[src/rtl/hb_dt_pkg.sv]
package hb_dt_pkg;

    typedef enum logic [3:0] {
        ST_OFF,        // both gates off, block disabled
        ST_LO_ON,      // low side conducting, latched
        ST_LO_FALL,    // PWM rose, low side still on during turn-off delay
        ST_WAIT_GATE,  // low side commanded off, waiting for gate-off flag
        ST_HO_DLY,     // gate-off seen, counting before high side turns on
        ST_HO_ON,      // high side conducting
        ST_HO_FALL,    // PWM fell, high side still on during turn-off delay
        ST_WAIT_SW,    // high side off, waiting for switch node to drop
        ST_LO_DLY      // switch node seen low, counting before low side turns on
    } hb_state_e;

endpackage

[src/rtl/hb_sync2.sv]
module hb_sync2 #(
    parameter int WIDTH = 1
) (
    input  logic             clk_i,
    input  logic             rst_ni,
    input  logic [WIDTH-1:0] din_i,
    output logic [WIDTH-1:0] dout_o
);

    for (genvar b = 0; b < WIDTH; b++) begin : g_bit
        logic [1:0] stage_d, stage_q;

        always_comb begin
            stage_d = {stage_q[0], din_i[b]};
        end

        always_ff @(posedge clk_i or negedge rst_ni) begin
            if (!rst_ni) stage_q <= '0;
            else         stage_q <= stage_d;
        end

        assign dout_o[b] = stage_q[1];
    end

endmodule

[src/rtl/hb_sat_timer.sv]
module hb_sat_timer #(
    parameter int W   = 4,
    parameter int MAX = 9
) (
    input  logic         clk_i,
    input  logic         rst_ni,
    input  logic         clr_i,
    output logic [W-1:0] count_o
);

    localparam logic [W-1:0] CAP = W'(MAX);

    logic [W-1:0] count_d, count_q;

    always_comb begin
        if (clr_i)             count_d = '0;
        else if (count_q < CAP) count_d = count_q + 1'b1;
        else                   count_d = count_q;
    end

    always_ff @(posedge clk_i or negedge rst_ni) begin
        if (!rst_ni) count_q <= '0;
        else         count_q <= count_d;
    end

    assign count_o = count_q;

endmodule

[src/rtl/hb_deadtime_ctrl.sv]
module hb_deadtime_ctrl
    import hb_dt_pkg::*;
#(
    parameter int LO_OFF_DLY   = 9,
    parameter int HO_ON_DLY    = 9,
    parameter int HO_OFF_DLY   = 9,
    parameter int LO_ON_DLY    = 9,
    parameter int FAST_MIN_DLY = 20,
    parameter int SW_TIMEOUT   = 63
) (
    input  logic clk_i,
    input  logic rst_ni,
    input  logic enable_i,
    input  logic uvlo_vdd_i,
    input  logic uvlo_boot_i,
    input  logic pwm_i,
    input  logic lo_gate_off_i,
    input  logic sw_node_low_i,
    output logic ho_o,
    output logic lo_o
);

    localparam int MAX_A    = (LO_OFF_DLY > HO_ON_DLY)  ? LO_OFF_DLY : HO_ON_DLY;
    localparam int MAX_B    = (HO_OFF_DLY > LO_ON_DLY)  ? HO_OFF_DLY : LO_ON_DLY;
    localparam int MAX_STEP = (MAX_A > MAX_B) ? MAX_A : MAX_B;
    localparam int STEP_W   = $clog2(MAX_STEP + 1);
    localparam int FALL_W   = $clog2(SW_TIMEOUT + 1);

    localparam logic [STEP_W-1:0] LO_OFF_M1 = STEP_W'(LO_OFF_DLY - 1);
    localparam logic [STEP_W-1:0] HO_ON_M1  = STEP_W'(HO_ON_DLY - 1);
    localparam logic [STEP_W-1:0] HO_OFF_M1 = STEP_W'(HO_OFF_DLY - 1);
    localparam logic [STEP_W-1:0] LO_ON_M1  = STEP_W'(LO_ON_DLY - 1);
    localparam logic [FALL_W-1:0] FAST_M1   = FALL_W'(FAST_MIN_DLY - 1);
    localparam logic [FALL_W-1:0] TMO_M1    = FALL_W'(SW_TIMEOUT - 1);

    typedef struct packed {
        hb_state_e state;
        logic      ho;
        logic      lo;
    } ctrl_t;

    logic [2:0]        sync_q;
    logic              pwm_s, gate_off_s, sw_low_s;
    logic              run;
    logic              step_clr, fall_clr;
    logic [STEP_W-1:0] step_cnt;
    logic [FALL_W-1:0] fall_cnt;
    ctrl_t             ctrl_d, ctrl_q;

    hb_sync2 #(.WIDTH(3)) i_sync (
        .clk_i  (clk_i),
        .rst_ni (rst_ni),
        .din_i  ({sw_node_low_i, lo_gate_off_i, pwm_i}),
        .dout_o (sync_q)
    );

    assign pwm_s      = sync_q[0];
    assign gate_off_s = sync_q[1];
    assign sw_low_s   = sync_q[2];
    assign run        = enable_i && !uvlo_vdd_i && !uvlo_boot_i;

    // Cycles spent in the current state
    hb_sat_timer #(.W(STEP_W), .MAX(MAX_STEP)) i_step_tmr (
        .clk_i   (clk_i),
        .rst_ni  (rst_ni),
        .clr_i   (step_clr),
        .count_o (step_cnt)
    );

    // Cycles since the PWM falling edge reached the state machine
    hb_sat_timer #(.W(FALL_W), .MAX(SW_TIMEOUT)) i_fall_tmr (
        .clk_i   (clk_i),
        .rst_ni  (rst_ni),
        .clr_i   (fall_clr),
        .count_o (fall_cnt)
    );

    always_comb begin
        ctrl_d   = ctrl_q;
        fall_clr = 1'b0;
        if (!run) begin
            ctrl_d.state = ST_OFF;
        end else begin
            unique case (ctrl_q.state)
                ST_OFF: begin
                    if (pwm_s) begin
                        ctrl_d.state = ST_WAIT_GATE;
                    end else begin
                        ctrl_d.state = ST_WAIT_SW;
                        fall_clr     = 1'b1;
                    end
                end
                ST_LO_ON: begin
                    if (pwm_s) ctrl_d.state = ST_LO_FALL;
                end
                ST_LO_FALL: begin
                    if (!pwm_s)                      ctrl_d.state = ST_LO_ON;
                    else if (step_cnt >= LO_OFF_M1)  ctrl_d.state = ST_WAIT_GATE;
                end
                ST_WAIT_GATE: begin
                    if (!pwm_s) begin
                        ctrl_d.state = ST_WAIT_SW;
                        fall_clr     = 1'b1;
                    end else if (gate_off_s) begin
                        ctrl_d.state = ST_HO_DLY;
                    end
                end
                ST_HO_DLY: begin
                    if (!pwm_s) begin
                        ctrl_d.state = ST_WAIT_SW;
                        fall_clr     = 1'b1;
                    end else if (step_cnt >= HO_ON_M1) begin
                        ctrl_d.state = ST_HO_ON;
                    end
                end
                ST_HO_ON: begin
                    if (!pwm_s) begin
                        ctrl_d.state = ST_HO_FALL;
                        fall_clr     = 1'b1;
                    end
                end
                ST_HO_FALL: begin
                    if (pwm_s)                       ctrl_d.state = ST_HO_ON;
                    else if (step_cnt >= HO_OFF_M1)  ctrl_d.state = ST_WAIT_SW;
                end
                ST_WAIT_SW: begin
                    if (pwm_s)                  ctrl_d.state = ST_WAIT_GATE;
                    else if (fall_cnt >= TMO_M1) ctrl_d.state = ST_LO_ON;
                    else if (sw_low_s)          ctrl_d.state = ST_LO_DLY;
                end
                ST_LO_DLY: begin
                    if (pwm_s)
                        ctrl_d.state = ST_WAIT_GATE;
                    else if ((step_cnt >= LO_ON_M1 && fall_cnt >= FAST_M1) ||
                             fall_cnt >= TMO_M1)
                        ctrl_d.state = ST_LO_ON;
                end
                default: ctrl_d.state = ST_OFF;
            endcase
        end
        step_clr  = (ctrl_d.state != ctrl_q.state);
        ctrl_d.ho = (ctrl_d.state inside {ST_HO_ON, ST_HO_FALL});
        ctrl_d.lo = (ctrl_d.state inside {ST_LO_ON, ST_LO_FALL});
    end

    always_ff @(posedge clk_i or negedge rst_ni) begin
        if (!rst_ni) ctrl_q <= '{state: ST_OFF, ho: 1'b0, lo: 1'b0};
        else         ctrl_q <= ctrl_d;
    end

    assign ho_o = ctrl_q.ho;
    assign lo_o = ctrl_q.lo;

endmodule

[config.mk]
export PLATFORM = sky130hd
export DESIGN_NAME = hb_deadtime_ctrl
export DESIGN_NICKNAME = d
export VERILOG_FILES = /design/src/rtl/hb_dt_pkg.sv /design/src/rtl/hb_sync2.sv /design/src/rtl/hb_sat_timer.sv /design/src/rtl/hb_deadtime_ctrl.sv
export SDC_FILE = /design/constraint.sdc
export NUM_CORES = 1
export LEC_CHECK = 0
export ABC_AREA = 1
export BUFFER_PORTS_ARGS = -buffer_cell sky130_fd_sc_hd__buf_2
export CAP_MARGIN = 20
export CORE_ASPECT_RATIO = 1.1
export CORE_UTILIZATION = 59
export DETAILED_ROUTE_END_ITERATION = 6
export HOLD_SLACK_MARGIN = 0.1
export PLACE_DENSITY = 0.8
export SYNTH_ARGS = -nofsm -noshare
export SYNTH_HDL_FRONTEND = slang
export SYNTH_HIERARCHICAL = 1
export SYNTH_SLANG_ARGS = --single-unit
[constraint.sdc]
create_clock -name clk_i -period 2.6 [get_ports clk_i]
set_input_delay 0.26 -clock clk_i [delete_from_list [all_inputs] [get_ports clk_i]]
set_output_delay 0.26 -clock clk_i [all_outputs]
set_load 0.02 [all_outputs]
# Yosys cells after proc, flatten, opt, wreduce, memory -nomap -nowiden
# Cells that the tools add are included.
# word_totals
in_bits	8
wordCells	65
ff_bits	22
output_inout_bits	2
# classes
n_eq_ne	13
mux	25
addsub	2
magnitude_cmp	5
reduce_logical	12
# op_table
operator	n
4-bit 2-to-1 mux	18
4-bit one-hot mux with 9 select lines	1
4-bit by 3-bit == test with 1-bit output, second input constant	6
4-bit by 2-bit == test with 1-bit output, second input constant	3
6-bit 2-to-1 mux	2
4-bit by 1-bit == test with 1-bit output, second input constant	2
2-bit nonzero test	4
6-bit by 1-bit adder with 6-bit output, second input constant	1
6-bit by 5-bit greater-or-equal comparator with 1-bit output, second input constant	1
6-bit greater-or-equal comparator, second input constant	1
6-bit less-than comparator, second input constant	1
4-bit by 1-bit adder with 4-bit output, second input constant	1
4-bit == test, second input constant	1
4-bit greater-or-equal comparator, second input constant	1
4-bit zero test	1
4-bit less-than comparator, second input constant	1
4-bit != test	1
4-bit OR reduction	1
1-bit logical AND	3
1-bit 2-to-1 mux	3
3-bit 2-to-1 mux	1
1-bit zero test	2
1-bit logical OR	1

# Depth between registers and ports, before layout
# Gate-level depths: netlist of run 1.
# depth
depth_word	9
depth_mapped	19
ltp_nobuf	18

# Cells and area by module
# Netlist of run 1, hierarchy kept.
# by_module_without_submodules
mod	area_each_um2	seq_area_each_um2	cells_each	n_inst
hb_deadtime_ctrl	753.2	150.1	135	1
hb_sat_timer at i_fall_tmr	331.6	150.1	44	1
hb_sat_timer at i_step_tmr	231.5	100.1	30	1
hb_sync2	172.7	150.1	9	1

# Worst setup path before layout of run 1
# Ideal clock, no wire load.
# synth_path
path_kind	register to register
start	register i_sync.g_bit[0].stage_q[1]
end	register i_step_tmr.count_q[2], in the netlist i_step_tmr/count_o[2]
arrival_ns	1.761
n_path_buf	2
setup_slack_ns	0.722
setup_ns	0.117
synth_period_minus_slack_ns	1.878
required_ns	2.483
path_stages_with_launch	19
path_cell_list	dfrtp_1 -> buf_4 -> buf_2 -> inv_2 -> nand2_1 -> nand2_1 -> nand2_1 -> inv_1 -> nand2_1 -> nor2_2 -> nand2_2 -> nand2_4 -> nand2_1 -> nand2_1 -> nand4_1 -> nor2_4 -> nand2_2 -> nand3_1 -> nand2_1
# synth_via
elab_chain_cells	5
word_cells_on_any_way	14
cone_classes	eq/ne: 1; mux: 12; reduce/logical: 1
# synth_rtl
element	line_no	source
start: declaration	hb_sync2.sv:11	logic [1:0] stage_d, stage_q;
start signal: assignment	hb_sync2.sv:19	else stage_q <= stage_d;
4-bit 2-to-1 mux (tied with other cells)	hb_deadtime_ctrl.sv:132	if (pwm_s)
4-bit one-hot mux with 9 select lines (*)	hb_deadtime_ctrl.sv:84	unique case (ctrl_q.state)
4-bit 2-to-1 mux (*)	hb_deadtime_ctrl.sv:81	if (!run) begin
4-bit != test (*)	hb_deadtime_ctrl.sv:141	step_clr = (ctrl_d.state != ctrl_q.state);
via step_clr	hb_deadtime_ctrl.sv:45	logic step_clr, fall_clr;
4-bit 2-to-1 mux or 2-bit nonzero test (tied branches)	--	
end signal: assignment	hb_sat_timer.sv:23	else count_q <= count_d;
end: declaration	hb_sat_timer.sv:13	logic [W-1:0] count_d, count_q;
# The timed path passes the listed nets; every way through them passes the cells marked *.
# A chain may end at the register's enable or synchronous reset.

# Final worst setup path of run 1
# layout_path
start	register ctrl_q[2] (netlist name)
end	register i_step_tmr.count_q[0], in the netlist i_step_tmr/count_o[0]
# layout_via
elab_chain_cells	7
word_cells_on_any_way	29
cone_classes	eq/ne: 9; mux: 18; reduce/logical: 2
# layout_rtl
element	line_no	source
start: declaration	hb_deadtime_ctrl.sv:48	ctrl_t ctrl_d, ctrl_q;
start signal: assignment	hb_deadtime_ctrl.sv:147	if (!rst_ni) ctrl_q <= '{state: ST_OFF, ho: 1'b0, lo: 1'b0};
start signal: assignment	hb_deadtime_ctrl.sv:148	else ctrl_q <= ctrl_d;
4-bit 2-to-1 mux	hb_deadtime_ctrl.sv:129	else if (sw_low_s) ctrl_d.state = ST_LO_DLY;
4-bit 2-to-1 mux	hb_deadtime_ctrl.sv:128	else if (fall_cnt >= TMO_M1) ctrl_d.state = ST_LO_ON;
4-bit 2-to-1 mux	hb_deadtime_ctrl.sv:127	if (pwm_s) ctrl_d.state = ST_WAIT_GATE;
4-bit one-hot mux with 9 select lines	hb_deadtime_ctrl.sv:84	
4-bit 2-to-1 mux	hb_deadtime_ctrl.sv:81	
4-bit != test (*)	hb_deadtime_ctrl.sv:141	
via step_clr	hb_deadtime_ctrl.sv:45	
4-bit 2-to-1 mux or 2-bit nonzero test (tied branches)	--	
# Marks and branches as above.

==> metrics.yaml, run 1 <==
critical_path:
  cp_data_required_time_ns: 2.80
  r2r_slack_ns: 0.46
  crit_slowest_cell: "dfrtp_1"
  startpoint: "ctrl_q[2]"
  crit_family: "simple AND/OR/NAND/NOR gates"
  path_max_fanout: 9
  endpoint: "i_step_tmr/count_o[0]"
  cp_data_arrival_time_ns: 2.34
  crit_path_end_kind: "flop"
  worst-setup-path-type: "flop to flop"
  cp.depth: 16
  cp-start-kind: "flop"
  crit_path_frequent_cell: "nand2_1"
  cp_num_buf_inv: 2
  crit_chain: "inv_2 -> nand2_1 -> nor2_2 -> nand2_1 -> nand2_1 -> inv_1 -> nand2_1 -> nor2_2 -> nand2_2 -> nand3_1 -> nand2_1 -> nand4_1 -> nor2_4 -> nand2_2 -> nand3_1 -> nand2_1"
  r2r_end: "i_step_tmr/count_o[0]"
  reg2regPathDepth: 16
  cpPeakStageDelay_ns: 0.52
  rr_startpoint: "ctrl_q[2]"
synth:
  synthCells: 218
  synth_top_cell_area_share_pct: 36.97
  yosysUniqueCellTypes: 27
  synth_most_common_cell: "nand2_1"
  synth_top_area_cell: "dfrtp_1"
  yosysSeqAreaShare_pct: 36.97
  synth_edf_count: 0
  synth_area_um2: 1489
  synth_fp_nets: 229
  ys.flop_type: "dfrtp_1"
  synth.area.top_cells: "dfrtp_1 37%, nand2_1 18%, nand3_1 7.1%, inv_1 5.3%, nor2_1 5.3%"
  synth.ff_latch_count: 22
  ys_top_cells_by_count: "71 x nand2_1, 22 x dfrtp_1, 21 x inv_1, 21 x nand3_1, 21 x nor2_1"
  syn_avg_cell_area_um2: 6.830
  ys_warn_count: 6
  async_flop_share_pct: 100.0
routing:
  first_iter_violations: 52
  routedWlPerCell_um: 11.95
  routed-wl-met2_um: 1496
  viasPerCell: 5.391
  wirelength_um: 3084
  top_layer: "met4"
  m1WireLength_um: 1396
  num_vias: 1391
  met3_length_um: 119
  dr.pass1.iters: 4
  drcViolationCount: 0
  postRouteAntennaNets: 0
clock_tree:
  numCtsBuffers: 3
  h-tree-depth: 1
  clk-insertion-delay-late_ns: 0.30
  clock_path_buffers: 2
  numClockSinks: 22
  post_cts_buffers: 0
  path_clk_slew_ns: 0.11
  clock-root-buffer: "clkbuf_4"
  cts_tree: "built"
place:
  hpwl_um: 2389
  dpl_cell_area_um2: 1525
  port_buffers: 9
  place_congestion: 0.9335
status:
  outcome: "completed"
sta:
  fin_skew_ns: 0.005637
  fin_crit_sh_pct: 82.25
  slew_viol_final: 0
  setup_viol: 0
  tightest_slew_ns: 0.4797
  timing_hold_violations_final: 0
  tns_ns: 0
  min_period_ns: 2.139
  hold_ws_ns: 0.2887
  fmax_mhz: 467.6
  slew_headroom_pct: 68.02
  rsz0062_at_grt: "no"
floorplan:
  io_pins: 10
  rows: 18
  die_h_um: 54.69
  core_um2: 2320
  dieArea_um2: 2729
  die_w_um: 49.90
  start_util_pct: 64.19
final_layout:
  finalInstanceArea_um2: 1588
  fillers: 203
  drive_above_1_share_pct: 16.67
  antenna_cells: 0
  final_nets: 241
  area_growth_pct: 6.638
pwr:
  p_leak_nw: 0.8671
  p_per_area_nw_per_um2: 662.7
  irDropWorstVdd_mv: 0.5410
grt:
  grt_overflow: 0
  grt_pass1_vias: 1235
  grt_max_degree: 23
  antenna_found_initial: 0
  grt_usage_pct: 25.76
  grt_first_pass_wirelength_um: 5175
run:
  maxCapViolCount: 0
hold_path:
  hold_class: "input pin to flop"
area by class of cell:
type                            instances  area, µm²  share of cell area [%]
Tap cell                               30      37.54                   2.364
Clock buffer                            3      22.52                   1.418
Timing Repair Buffer                   13      85.08                   5.359
Inverter                               33      123.9                   7.801
Sequential cell                        22      550.5                   34.67
Multi-Input combinational cell        157      768.2                   48.38
routing by layer:
metal  vias to the layer above  global-route usage, %
li1                        704                      -
met1                       635                  31.03
met2                        42                  44.14
met3                        10                  4.167
met4                         0                  15.24
met5                         -                      0
worst min path at each step:
stage	startpoint	to	slack, ns	cells past startpoint
2_1_floorplan	rst_ni	ctrl_q[2]	-0.04	0
3_3_place_gp	rst_ni	i_fall_tmr/count_o[5]	0.25	1
3_5_place_dp	rst_ni	i_fall_tmr/count_o[5]	0.25	1
4_1_cts	uvlo_boot_i	ctrl_q[2]	0.28	4
5_1_grt	uvlo_boot_i	ctrl_q[2]	0.27	4
6_report	uvlo_boot_i	ctrl_q[2]	0.29	4
tightest hold or removal path, stage by stage:
cell,delay [ns]
buf_2,0.10
nor3_4,0.07
nand2_4,0.08
inv_2,0.04
power by group:
| part | internal (mW) | switching [mW] | total, mW | leakage [nW] |
|---|---|---|---|---|
| combinational | 0.148 | 0.224 | 0.371 | 0.578 |
| sequential | 0.420 | 0.115 | 0.535 | 0.275 |
| clock | 0.0539 | 0.0924 | 0.146 | 0.0138 |
| total | 0.621 | 0.431 | 1.05 | 0.867 |
layout by cell type, fill, tap and decap left out, types with 3 or more instances in the layout:
cell           count
inv_1             21
nand3_1           21
dfrtp_1           22
nor2_2             5
nand4_1            9
buf_2              9
nand2_1           71
nand2_2            5
inv_2             11
nor2_1            21
ha_1               3
o21ai_0            4
dlygate4sd3_1      4
clkbuf_4           3
stage by stage:
| step | cells | total power, mW | util (%) | worst slack (ns) |
|---|---|---|---|---|
| after floorplan | 218 | 0.8104 | - | 0.7218 |
| after CTS | 258 | 1.061 | 68.45 | 0.4789 |
| after detailed placement | 251 | 0.9054 | 65.75 | 0.5046 |
| after global placement | 251 | 0.8781 | 65.75 | 0.5873 |
| after global routing | 258 | 1.150 | 68.45 | 0.2460 |
| final | 258 | 1.052 | 68.45 | 0.4614 |
what timing repair did:
action	in CTS	in global routing
hold buffers	4	0
gates resized for setup	0	0
hold endpoints to repair	25	0
registers in the layout, indices dropped and copies added, names as in the netlist:
| register | flops |
|---|---|
| i_sync/g_bit.stage_q | 6 |
| i_step_tmr/count_o | 4 |
| lo_o | 1 |
| ctrl_q | 4 |
| i_fall_tmr/count_o | 6 |
| ho_o | 1 |
cell families (layout without fill, tap and decap cells):
family / Yosys count / count (layout) / synth area share (%)
buf+inv: 39 / 49 / 11.43
compound gates: 12 / 12 / 4.706
flops: 22 / 22 / 36.97
simple gates: 142 / 142 / 44.37
fa+ha+maj: 3 / 3 / 2.521
(Power assumes the default switching activity.)
==> run 2, diff against run 1 <==
- ABC_AREA: 1 -> 0
- CORE_UTILIZATION: 59 -> 53
- PLACE_DENSITY: 0.8 -> 0.76
- clock period: 2.6 -> 1.9 ns (I/O delays scaled with it)
==> run 2 against run 1 <==
Compared with the run above: largest power group is now combinational logic; global-route usage is 4.2 points higher; synthesized cell count is 37% lower; core utilization is 8.0 points higher; largest cell class unchanged; fmax is 8.2% lower; highest routed layer unchanged; the flow now finishes with violations (negative setup slack); area after synthesis is 6.6% lower.
==> metrics.yaml, run 2 <==
grt:
  antenna_found_initial: 0  # unchanged
  grt_overflow: 0  # unchanged
  grt_pass1_vias: 1382  # was 1,235
  grt_first_pass_wirelength_um: 6230  # was 5175 µm
  grt_usage_pct: 29.96  # was 25.76%
  grt_max_degree: 23  # unchanged
place:
  place_congestion: 0.9110  # was 0.9335
  port_buffers: 9  # unchanged
  place_ws_ns: -0.3762  # was 0.5046 ns
  hpwl_um: 2599  # was 2389 µm
  place_inst: 206  # was 251
  dpl_cell_area_um2: 1695  # was 1525 µm²
critical_path:
  crit_path_end_kind: "flop"  # unchanged
  path_max_fanout: 8  # was 9
  worst-setup-path-type: "flop to flop"  # unchanged
  cp_data_required_time_ns: 2.14  # was 2.80 ns
  cp_data_arrival_time_ns: 2.57  # was 2.34 ns
  cp-start-kind: "flop"  # unchanged
clock_tree:
  cts_tree: "built"  # unchanged
  h-tree-depth: 1  # unchanged
  numCtsBuffers: 3  # unchanged
  path_clk_slew_ns: 0.13  # was 0.11 ns
  clock_path_buffers: 2  # unchanged
  clk-insertion-delay-late_ns: 0.31  # was 0.30 ns
  numClockSinks: 22  # unchanged
  clock-root-buffer: "clkbuf_4"  # unchanged
synth:
  ys_warn_count: 6  # unchanged
  async_flop_share_pct: 100.0  # unchanged
  synth_fp_nets: 148  # was 229
  ys_top_cells_by_count: "22 x dfrtp_1, 7 x a21oi_1, 7 x inv_1"  # was 71 x nand2_1, 22 x dfrtp_1, 21 x inv_1, 21 x nand3_1, 21 x nor2_1
  syn_avg_cell_area_um2: 10.15  # was 6.830 µm²
  synth.ff_latch_count: 22  # unchanged
  yosysSeqAreaShare_pct: 39.60  # was 36.97%
  synthCells: 137  # was 218
  synth_edf_count: 0  # unchanged
  synth_top_cell_area_share_pct: 39.60  # was 36.97%
  synth_most_common_cell: "dfrtp_1"  # was nand2_1
  ys.flop_type: "dfrtp_1"  # unchanged
  synth_top_area_cell: "dfrtp_1"  # unchanged
  synth.area.top_cells: "dfrtp_1 40%, ha_1 2.7%, a21oi_1 2.5%, buf_6 2.4%, and4b_1 2.2%"  # was dfrtp_1 37%, nand2_1 18%, nand3_1 7.1%, inv_1 5.3%, nor2_1 5.3%
  yosysUniqueCellTypes: 50  # was 27
  synth_area_um2: 1390  # was 1489 µm²
routing:
  dr.pass1.iters: 4  # unchanged
  viasPerCell: 6.046  # was 5.391
  drcViolationCount: 0  # unchanged
  first_iter_violations: 44  # was 52
  num_vias: 1318  # was 1,391
  routedWlPerCell_um: 17.86  # was 11.95 µm
  wirelength_um: 3893  # was 3084 µm
  postRouteAntennaNets: 0  # unchanged
status:
  outcome: "complete, but fails checks"  # was completed
  violations: "negative setup slack"
sta:
  rsz0062_at_grt: "yes"  # was no
  fin_crit_sh_pct: 122.7  # was 82.25%
  setup_slack_ns: -0.4306  # was 0.4614 ns
  setup_viol: 6  # was 0
  fmax_mhz: 429.1  # was 467.6 MHz
  hold_ws_ns: 0.3608  # was 0.2887 ns
  tightest_slew_ns: 0.5528  # was 0.4797 ns
  min_period_ns: 2.331  # was 2.139 ns
  fin_skew_ns: 0.002305  # was 0.005637 ns
  timing_hold_violations_final: 0  # unchanged
  slew_viol_final: 0  # unchanged
  slew_headroom_pct: 62.98  # was 68.02%
floorplan:
  start_util_pct: 55.69  # was 64.19%
  dieArea_um2: 2832  # was 2729 µm²
  die_w_um: 50.83  # was 49.90 µm
  rows: 19  # was 18
  io_pins: 10  # unchanged
  die_h_um: 55.71  # was 54.69 µm
  core_um2: 2496  # was 2320 µm²
final_layout:
  finalInstanceArea_um2: 1909  # was 1588 µm²
  area_growth_pct: 37.35  # was 6.638%
  drive_above_1_share_pct: 43.85  # was 16.67%
  final_common_cell: "buf_4"  # was nand2_1
  antenna_cells: 0  # unchanged
  mostFrequentLayoutCells: "39 x buf_4, 22 x dfrtp_1, 9 x buf_2"  # was 71 x nand2_1, 22 x dfrtp_1, 21 x nand3_1, 21 x nor2_1, 21 x inv_1
  stdcell_count: 218  # was 258
  post-route-util_pct: 76.49  # was 68.45%
  final_nets: 199  # was 241
hold_path:
  hold_class: "input pin to asynchronous set/reset pin"  # was input pin to flop
run:
  maxCapViolCount: 0  # unchanged
pwr:
  p_leak_nw: 0.8406  # was 0.8671 nW
  irDropWorstVdd_mv: 0.9981  # was 0.5410 mV
  p_per_area_nw_per_um2: 991.3  # was 662.7 nW/µm²
run 2: cell types whose count changed after synthesis, sizes merged, moves of 4 or more:
cell   previous run  this run
nand4             9         2
a21oi             2        10
nand2            77         6
inv              32        10
nand3            22         4
o21ai             6        10
nor2             28         6
run 2: worst max-delay path: stages, from the launching register on:
cell,delay [ns]
dfrtp_1,0.41
buf_4,0.17
nand2_1,0.16
o31ai_4,0.08
a2111oi_4,0.36
nor4_2,0.08
and4b_1,0.27
o211ai_1,0.23
buf_4,0.23
a31o_1,0.17
a21oi_1,0.10
run 2: path summary, 6_finish.rpt:
path / from / to / slack (ns) / cells after the start
setup / recovery: ctrl_q[2] / i_step_tmr/count_o[2] / -0.43 / 10
hold / removal: rst_ni / ctrl_q[3] / 0.36 / 2
setup reg to reg: ctrl_q[2] / i_step_tmr/count_o[2] / -0.43 / 10
hold reg to reg: i_sync/g_bit[0].stage_q[0] / i_sync/g_bit[0].stage_q[1] / 0.37 / 0
max in group asynchronous: rst_ni / i_sync/g_bit[2].stage_q[0] / 1.22 / 2
min in group clk_i: i_sync/g_bit[0].stage_q[0] / i_sync/g_bit[0].stage_q[1] / 0.37 / 0
run 2: cell families after synthesis:
kind of cell / count (synthesis) / share of synthesized area [%]
XOR/XNOR: 4 / 2.521
flip-flops: 22 / 39.60
multiplexers: 4 / 3.240
buffers and inverters: 18 / 7.471
AO/OA/AOI/OAI: 41 / 23.49
AND/OR/NAND/NOR: 45 / 20.97
adder cells (fa/ha/maj): 3 / 2.701
run 2: timing repair:
action,CTS,global route
hold buffers,4,0
resized for setup,13,4
pin swaps,11,5
setup buffers,3,2
endpoints found under the setup margin,9,8
cloned,0,0
endpoints found under the hold margin,25,0
run 2: layout make-up:
type / count / area [µm²]
clock buffers: 3 / 22.52
clock inverters: 1 / 30.03
fillers: 180 / 586.8
inverters: 10 / 40.04
multi-input cells: 97 / 827.0
flip-flops and latches: 22 / 550.5
well taps: 31 / 38.79
repair buffers: 54 / 400.4
run 2: routing by layer:
| metal | vias to the layer above | global-route usage [%] | part of all wire [%] |
|---|---|---|---|
| met3 | 24 | 3.552 | 3.0 |
| met1 | 648 | 32.80 | 37 |
| li1 | 607 | - | - |
| met2 | 39 | 53.52 | 54 |
| met5 | - | 0 | 0 |
| met4 | 0 | 18.65 | 5.2 |
run 2: where the power goes:
part	total (mW)	switching, mW	internal (mW)
clock	0.362	0.149	0.213
combinational	0.856	0.465	0.391
sequential	0.675	0.0985	0.576
run 2: through the flow:
step	power [mW]	TNS, ns
2_1_floorplan	1.148	-0.2736
3_3_place_gp	1.380	-0.6655
3_5_place_dp	1.434	-1.155
4_1_cts	1.858	-0.9879
5_1_grt	1.983	-2.088
6_report	1.893	-1.380
